[config.mk]
export PLATFORM = sky130hd
export DESIGN_NAME = periodic_irq_gen
export DESIGN_NICKNAME = d
export VERILOG_FILES = /design/src/rtl/pirq_pkg.sv /design/src/rtl/pirq_phase.sv /design/src/rtl/pirq_level.sv /design/src/rtl/periodic_irq_gen.sv
export SDC_FILE = /design/constraint.sdc
export NUM_CORES = 1
export LEC_CHECK = 0
export ABC_CLOCK_PERIOD_IN_PS = 1600
export BUFFER_PORTS_ARGS = -buffer_cell sky130_fd_sc_hd__buf_2
export CORE_AREA = 2 2 39 41
export DETAILED_ROUTE_END_ITERATION = 10
export DIE_AREA = 0 0 41 43
export SLEW_MARGIN = 15
export SYNTH_ARGS = -nofsm -noshare
export SYNTH_HDL_FRONTEND = slang
export SYNTH_SLANG_ARGS = --single-unit
[constraint.sdc]
create_clock -name clk -period 1.6 [get_ports clk]
set_input_delay 0.32 -clock clk [delete_from_list [all_inputs] [get_ports clk]]
set_output_delay 0.32 -clock clk [all_outputs]
set_load 0.02 [all_outputs]
[src/rtl/pirq_pkg.sv]
// Package: shared select codes and style classification for the periodic
// interrupt generator. Assumes a 3-bit select field.
package pirq_pkg;

    typedef enum logic [2:0] {
        SEL_OFF   = 3'd0,
        SEL_P2HZ  = 3'd1,
        SEL_P1HZ  = 3'd2,
        SEL_LSEC  = 3'd3,
        SEL_LMIN  = 3'd4,
        SEL_LHOUR = 3'd5,
        SEL_LMON  = 3'd6,
        SEL_RSVD  = 3'd7
    } sel_e;

    typedef enum logic [1:0] {
        STY_OFF   = 2'd0,
        STY_PULSE = 2'd1,
        STY_LEVEL = 2'd2
    } style_e;

    // Map a select code onto its output style.
    function automatic style_e style_of(sel_e s);
        case (s)
            SEL_P2HZ, SEL_P1HZ:                      return STY_PULSE;
            SEL_LSEC, SEL_LMIN, SEL_LHOUR, SEL_LMON: return STY_LEVEL;
            default:                                 return STY_OFF;
        endcase
    endfunction

endpackage

[src/rtl/pirq_phase.sv]
// Sub-second phase counter.
// It advances on each sub_tick and wraps once per second. A seconds write
// clears it and takes priority over a tick in the same cycle. The two pulse
// waveforms are taken straight from its top bits.
// Assumes PHASE_BITS >= 2 and single-cycle strobes.
module pirq_phase #(
    parameter int PHASE_BITS = 2
) (
    input  logic clk,
    input  logic rst_n,
    input  logic sub_tick,
    input  logic sec_wr,
    output logic wave_1hz,
    output logic wave_2hz
);
    localparam int MSB = PHASE_BITS - 1;

    logic [MSB:0] phase_q;

    // Phase register: clear on reset or seconds write, otherwise step on tick.
    always_ff @(posedge clk) begin
        if (!rst_n)        phase_q <= '0;
        else if (sec_wr)   phase_q <= '0;
        else if (sub_tick) phase_q <= phase_q + 1'b1;
    end

    // Waveforms: low in the first half (or quarter pair) after each boundary.
    assign wave_1hz = phase_q[MSB];
    assign wave_2hz = phase_q[MSB-1];

endmodule

[src/rtl/pirq_level.sv]
// Level-style interrupt latch.
// It sets on the selected event and clears on a software flag write of 0.
// A set beats a clear that arrives in the same cycle. The latch is forced
// clear while the style is not level, and on any select write.
// Assumes fire, clr and sel_wr are single-cycle strobes.
module pirq_level (
    input  logic clk,
    input  logic rst_n,
    input  logic arm,
    input  logic fire,
    input  logic clr,
    input  logic sel_wr,
    output logic pending
);
    logic pend_q;

    // Pending latch with priority: reset, select write or disarm, then set,
    // then clear.
    always_ff @(posedge clk) begin
        if (!rst_n)               pend_q <= 1'b0;
        else if (sel_wr || !arm)  pend_q <= 1'b0;
        else if (fire)            pend_q <= 1'b1;
        else if (clr)             pend_q <= 1'b0;
    end

    assign pending = pend_q;

endmodule

[src/rtl/periodic_irq_gen.sv]
// Selectable periodic interrupt generator (top).
// It holds the select code and picks an output style: off, a 2 Hz or 1 Hz
// square wave, or a latched level on a second, minute, hour or month event.
// It drives the active-low line and the status flag.
// Assumes the event strobes are one cycle wide and already placed at the
// event instant by the timekeeper counters.
module periodic_irq_gen
    import pirq_pkg::*;
#(
    parameter int PHASE_BITS = 2,
    parameter int N_EV       = 4
) (
    input  logic            clk,
    input  logic            rst_n,
    input  logic            sub_tick,
    input  logic            sec_wr,
    input  logic [N_EV-1:0] ev_strobe,
    input  logic            sel_wr,
    input  logic [2:0]      sel_din,
    input  logic            flag_wr,
    input  logic            flag_din,
    output logic            irq_n,
    output logic            flag
);
    sel_e            sel_q;
    style_e          style;
    logic            wave_1hz;
    logic            wave_2hz;
    logic            wave_sel;
    logic [N_EV-1:0] hit;
    logic            fire;
    logic            pending;

    // Select register: cleared to off by reset, loaded by a select write.
    always_ff @(posedge clk) begin
        if (!rst_n)      sel_q <= SEL_OFF;
        else if (sel_wr) sel_q <= sel_e'(sel_din);
    end

    // Style decode of the stored code.
    assign style = style_of(sel_q);

    pirq_phase #(.PHASE_BITS(PHASE_BITS)) u_phase (
        .clk      (clk),
        .rst_n    (rst_n),
        .sub_tick (sub_tick),
        .sec_wr   (sec_wr),
        .wave_1hz (wave_1hz),
        .wave_2hz (wave_2hz)
    );

    // Event match: strobe i belongs to level code SEL_LSEC + i.
    for (genvar i = 0; i < N_EV; i++) begin : g_hit
        localparam logic [2:0] CODE = 3'(3 + i);
        assign hit[i] = ev_strobe[i] && (sel_q == sel_e'(CODE));
    end

    assign fire = |hit;

    pirq_level u_level (
        .clk     (clk),
        .rst_n   (rst_n),
        .arm     (style == STY_LEVEL),
        .fire    (fire),
        .clr     (flag_wr && !flag_din),
        .sel_wr  (sel_wr),
        .pending (pending)
    );

    // Pulse waveform choice between the two rates.
    assign wave_sel = (sel_q == SEL_P2HZ) ? wave_2hz : wave_1hz;

    // Line driver: high when off, the wave in pulse style, the latch in
    // level style.
    always_comb begin
        case (style)
            STY_PULSE: irq_n = wave_sel;
            STY_LEVEL: irq_n = !pending;
            default:   irq_n = 1'b1;
        endcase
    end

    // Status flag: reports an asserted interrupt in each style.
    always_comb begin
        case (style)
            STY_PULSE: flag = !wave_sel;
            STY_LEVEL: flag = pending;
            default:   flag = 1'b0;
        endcase
    end

endmodule

==> results_dict.tcl, run 1 <==
set metrics [dict create \
    finalCritPeriodShare_pct 121 \
    root_buffer "clkbuf_4" \
    required_ns 1.28 \
    crit_fanout 5 \
    drv_slew 0 \
    syn2layout_area_growth_pct 64.4 \
    cp_top_family "flip-flops" \
    hpwl_um 652 \
    clk_latency_ns 0.24 \
    grt_pass1_vias 344 \
    worstPathArrival_ns 1.61 \
    worst_path_largest_cell_delay_ns 0.38 \
    core_um2 1380 \
    postSynthCellCount 42 \
    leakage_nw 0.305 \
    h-tree-depth 1 \
    nets 85 \
    start_util_pct 27.9 \
    status "finished, violations left" \
    timing.final.ws_setup_ns -0.330 \
    dr.pass1.iters 4 \
    cts_tree "yes" \
    avgViaCountPerCell 4.55 \
    power_switching_mw 0.120 \
    cellPowerDensity_nw_per_um2 696 \
    grt_overflow_total 0 \
    synth_seq_area_share_pct 31.1 \
    hold_ws_ns 0.327 \
    setup_viol 2 \
    cts.sinks 6 \
    rsz0062_at_grt "true" \
    p_int_mw 0.323 \
    dr.first_iter.drc_count 11 \
    ant_nets 0 \
    grt_max_degree 6 \
    final_cell_area_um2 636 \
    drc 0 \
    track_usage_pct 11.0 \
    rows 14 \
    dieWidth_um 41 \
    io_buffer_count 15 \
    violations "negative setup slack" \
    syn-cell-area_um2 387 \
    grt_pass1_wl_um 1280 \
    synth_fp_nets 58 \
    maxCapViolations 0 \
    worstPathCellList "nor3b_4, mux2_4, a221o_1, buf_6" \
    cts_buffers 3 \
    relSlewSlack_pct 86.7 \
    period_needed_ns 1.93 \
    hold_path.class "in -> reg" \
    clk_pin_slew_ns 0.05 \
    synth-seq-cells 6 \
    setup.worst_path.class "reg -> out" \
    timing.critical_path.buf_inv 1 \
    fin_util_pct 45.9 \
    synth.distinct_cells 19 \
    crit_slowest_cell "dfxtp_4" \
    vias 378 \
    die-area_um2 1760 \
    wl_per_cell_um 10.7 \
    ios 16 \
    irDropWorstVdd_mv 0.329 \
    dp_cells 79 \
    comb_power_share_pct 30.7 \
    fp.dieH_um 43 \
    yosysWarnings 0 \
    clock_path_buffers 2 \
    place_area_um2 543 \
    routed_wl_um 891 \
    endpoint_kind "primary output" \
    syn_avg_cell_area_um2 9.21 \
    drive_gt1_share_pct 58.2 \
    start_kind "register" \
    antenna_cells 0 \
    antenna_found_initial 0 \
    p_sw_share_pct 27.0 \
    seqPwrFrac_pct 37.7 \
    routabilityCongestion 0.595 \
    hold_violations 0 \
    fin_cells 83 \
    skew_ns 0.000117 \
    worstMarginPinSlew_ns 0.198 \
    power_frac_clock_pct 31.6 \
    post-place-ws_ns -0.116 \
    fillers 143 \
    max_freq_ghz 0.518 \
]
[per-layer routing]
metal	share of wire [%]	wire length, um	vias up	global-route usage, %
met3	4.4	39	0	3.14
met2	51	456	11	16.9
met4	0	0	0	8.00
met1	44	395	173	12.0
li1	-	-	194	-
met5	0	0	-	0
[worst reg2reg max path: stages (launching register included)]
cell,delay (ns)
dfxtp_4,0.38
nand2_4,0.06
xnor2_2,0.14
buf_4,0.14
ha_4,0.14
buf_4,0.10
nand2_1,0.04
a311oi_1,0.22
[worst paths after layout]
| path | depth (start not counted) | start | end | slack (ns) |
|---|---|---|---|---|
| max reg2reg | 7 | sel_q[0] | u_level.pending | 0.29 |
| min | 2 | sel_wr | u_level.pending | 0.33 |
| min reg2reg | 2 | u_level.pending | u_level.pending | 0.53 |
| max | 4 | sel_q[0] | irq_n | -0.33 |
[sequential cells by signal, summed over array words and instances (netlist names)]
signal           flops
sel_q                3
u_level.pending      1
u_phase.phase_q      2
[power by group through the flow]
| stage | clock network, mW | registers, mW | logic [mW] |
|---|---|---|---|
| floorplan | 0 | 0.167 | 0.0610 |
| finish | 0.140 | 0.167 | 0.136 |
| global route | 0.155 | 0.167 | 0.149 |
| global placement | 0 | 0.167 | 0.103 |
| detailed placement | 0 | 0.167 | 0.105 |
| CTS | 0.145 | 0.164 | 0.133 |
[layout make-up]
| class | count | area, um2 | share of cell area, % |
|---|---|---|---|
| multi-input cells | 32 | 309 | 48.6 |
| clock buffers | 3 | 22.5 | 3.54 |
| repair buffers | 22 | 140 | 22.0 |
| flip-flops and latches | 6 | 129 | 20.3 |
| inverters | 4 | 15.0 | 2.36 |
| well taps | 16 | 20.0 | 3.15 |
[repair_timing]
item | CTS | global route
endpoints found under the hold margin | 0 | 0
pin swaps | 3 | 3
gates cloned | 0 | 0
gates resized for setup | 11 | 3
hold buffers | 0 | 0
setup endpoints to repair | 2 | 2
setup buffers | 1 | 0
[cells in the mapped netlist]
| library cell | count | area, um2 |
|---|---|---|
| nand2_1 | 4 | 15.0 |
| nand3b_1 | 1 | 7.51 |
| and3b_2 | 2 | 20.0 |
| nor2_1 | 2 | 7.51 |
| ha_1 | 2 | 25.0 |
| dfxtp_1 | 6 | 120 |
| o22ai_1 | 1 | 6.26 |
| inv_1 | 4 | 15.0 |
| mux2_2 | 1 | 11.3 |
| mux2i_1 | 3 | 30.0 |
| nor3b_2 | 1 | 12.5 |
| o21ai_0 | 2 | 10.0 |
| xnor2_1 | 2 | 17.5 |
| nor2b_1 | 3 | 18.8 |
| nand2b_1 | 3 | 18.8 |
| mux2_4 | 1 | 15.0 |
| a221o_1 | 1 | 10.0 |
| a311oi_1 | 1 | 8.76 |
| xor2_1 | 2 | 17.5 |
[kinds of logic (layout without fill, tap and decap cells)]
group | count (synthesis) | count (layout) | synth area share (%)
adders and majority gates | 2 | 2 | 6.47
xor gates and xnor gates | 4 | 4 | 9.06
DFF | 6 | 6 | 31.1
buffers and inverters | 4 | 29 | 3.88
and+or+nand+nor | 16 | 16 | 25.9
muxes | 5 | 5 | 14.6
AOI/OAI and AO/OA | 5 | 5 | 9.06
[stage by stage]
step	power, mW	TNS (ns)
final	0.442	-0.623
after global routing	0.472	-0.764
after CTS	0.442	-0.617
after detailed placement	0.272	-0.190
after global placement	0.270	-0.169
after floorplan	0.228	0
[cells in the final DEF (no fill, tap or decap), types with 2 or more instances in the layout]
cell / netlist / layout
nand2_1: 4 / 3
dfxtp_4: 0 / 2
nor2b_1: 3 / 3
buf_6: 0 / 2
xor2_1: 2 / 2
clkbuf_4: 0 / 3
buf_4: 0 / 7
nor2_1: 2 / 2
and3b_2: 2 / 2
o21ai_0: 2 / 2
inv_1: 4 / 4
dfxtp_1: 6 / 3
nand2b_1: 3 / 2
buf_2: 0 / 13
mux2i_1: 3 / 3
No activity file was read; power rests on OpenSTA's default activity.
==> inputs of run 2 (changes only) <==
--- a/config.mk
+++ b/config.mk
@@ -10,6 +10,7 @@
 export CORE_AREA = 2 2 39 41
 export DETAILED_ROUTE_END_ITERATION = 10
 export DIE_AREA = 0 0 41 43
+export REMOVE_ABC_BUFFERS = 1
 export SLEW_MARGIN = 15
 export SYNTH_ARGS = -nofsm -noshare
 export SYNTH_HDL_FRONTEND = slang
==> run 2 against run 1 <==
  * Routed wire length decreased by 12%
  * Design area decreased by 8.7%
  * Clock skew is 0.0037 ns higher
  * Critical path depth stayed put
  * Non-clock buffer count is 2 lower
  * Largest cell class unchanged
  * Via count is 4.0% lower
  * The flow still finishes with violations (negative setup slack)
  * Sequential share of layout area rose by 1.9 points
  * Cell count down 2.4%
  * Clock-buffer cell count unchanged
==> results_dict.tcl, run 2 (same netlist as run 1, synthesis figures left out) <==
set metrics [dict create \
    irDropWorstVdd_mv 0.219 \
    clock_path_buffers 2 \
    grt_pass1_vias 363 \
    clk_latency_ns 0.24 \
    h-tree-depth 1 \
    setup.worst_path.class "reg -> out" \
    top_register "sel_q" \
    start_kind "register" \
    rsz0062_at_grt "true" \
    die-area_um2 1760 \
    relSlewSlack_pct 80.5 \
    endpoint_kind "primary output" \
    grt_pass1_wl_um 1270 \
    setup_viol 2 \
    antenna_found_initial 0 \
    finalCritPeriodShare_pct 117 \
    worstMarginPinSlew_ns 0.291 \
    ant_nets 0 \
    hold_violations 0 \
    power_mw 0.407 \
    cellPowerDensity_nw_per_um2 700 \
    hold_path.class "in -> reg" \
    final_cell_area_um2 581 \
    grt_overflow_total 0 \
    grt_max_degree 6 \
    io_buffer_count 15 \
    mostFrequentLayoutCell "buf_2" \
    cts_tree "yes" \
    cts_buffers 3 \
    worstPathArrival_ns 1.56 \
    ios 16 \
    layout_common_cells "buf_2 (13), buf_4 (6), inv_1 (4)" \
    largest_register_ff_count 3 \
    seqCellArea_um2 129 \
    wl_per_cell_um 9.73 \
    core_um2 1380 \
    antenna_cells 0 \
    maxCapViolations 0 \
    start_util_pct 27.9 \
    routabilityCongestion 0.669 \
    skew_ns 0.00377 \
    multi_input_area_um2 273 \
    drv_slew 0 \
    period_needed_ns 1.88 \
    dr.first_iter.drc_count 4 \
    fillers 153 \
    hold_depth 3 \
    hold_ws_ns 0.337 \
    crit_fanout 4 \
    timing.final.ws_setup_ns -0.275 \
    routed_wl_um 788 \
    nets 83 \
    drive_gt1_share_pct 53.8 \
    fp.dieH_um 43 \
    root_buffer "clkbuf_4" \
    reg2reg_depth 7 \
    cts.sinks 6 \
    drc 0 \
    avgViaCountPerCell 4.48 \
    post-place-ws_ns -0.148 \
    holdBufCountCts 0 \
    dr.pass1.iters 4 \
    hpwl_um 613 \
    rows 14 \
    clk_pin_slew_ns 0.04 \
    violations "negative setup slack" \
    track_usage_pct 10.8 \
    place_area_um2 504 \
    vias 363 \
    status "finished, violations left" \
    dieWidth_um 41 \
    max_freq_ghz 0.533 \
    required_ns 1.28 \
    syn2layout_area_growth_pct 50.2 \
    leakage_nw 0.272 \
    setup-tns-final_ns -0.543 \
]
-- run 2: worst paths after layout --
kind                              to  slack, ns               start
setup / recovery               irq_n      -0.28            sel_q[2]
setup reg to reg     u_level.pending       0.15            sel_q[1]
hold reg to reg   u_phase.phase_q[1]       0.53  u_phase.phase_q[1]
hold / removal              sel_q[0]       0.34          sel_din[0]
-- run 2: critical path: stages (launching register included) --
cell	delay (ns)
dfxtp_2	0.35
nor3b_4	0.21
mux2_4	0.32
a221o_1	0.30
buf_6	0.13
-- run 2: repair_timing --
item / 4_1_cts / 5_1_grt
setup buffers: 1 / 1
resized for setup: 10 / 3
setup endpoints to repair: 2 / 2
pin swaps: 5 / 2
-- run 2: final cells by class --
cell class | count | share of cell area, %
Clock buffer | 3 | 3.88
Inverter | 4 | 2.59
Multi-Input combinational cell | 32 | 47.0
Sequential cell | 6 | 22.2
Tap cell | 16 | 3.45
Timing Repair Buffer | 20 | 20.9
-- run 2: through the flow --
| stage | instances | utilization (%) |
|---|---|---|
| after CTS | 80 | 40.9 |
| after global placement | 76 | 36.4 |
| final | 81 | 42.0 |
| after detailed placement | 76 | 36.4 |
| after global routing | 81 | 42.0 |
| after floorplan | 42 | - |
-- run 2: where the power goes --
part | internal (mW) | switching [mW]
combinational | 0.0653 | 0.0440
clock | 0.0844 | 0.0477
sequential | 0.156 | 0.00947
total | 0.306 | 0.101
-- run 2: metal layers --
layer / track usage [%] / part of all wire, %
met1: 11.6 / 41
met2: 16.6 / 54
met3: 1.57 / 4.1
met4: 10.0 / 0
met5: 0 / 0
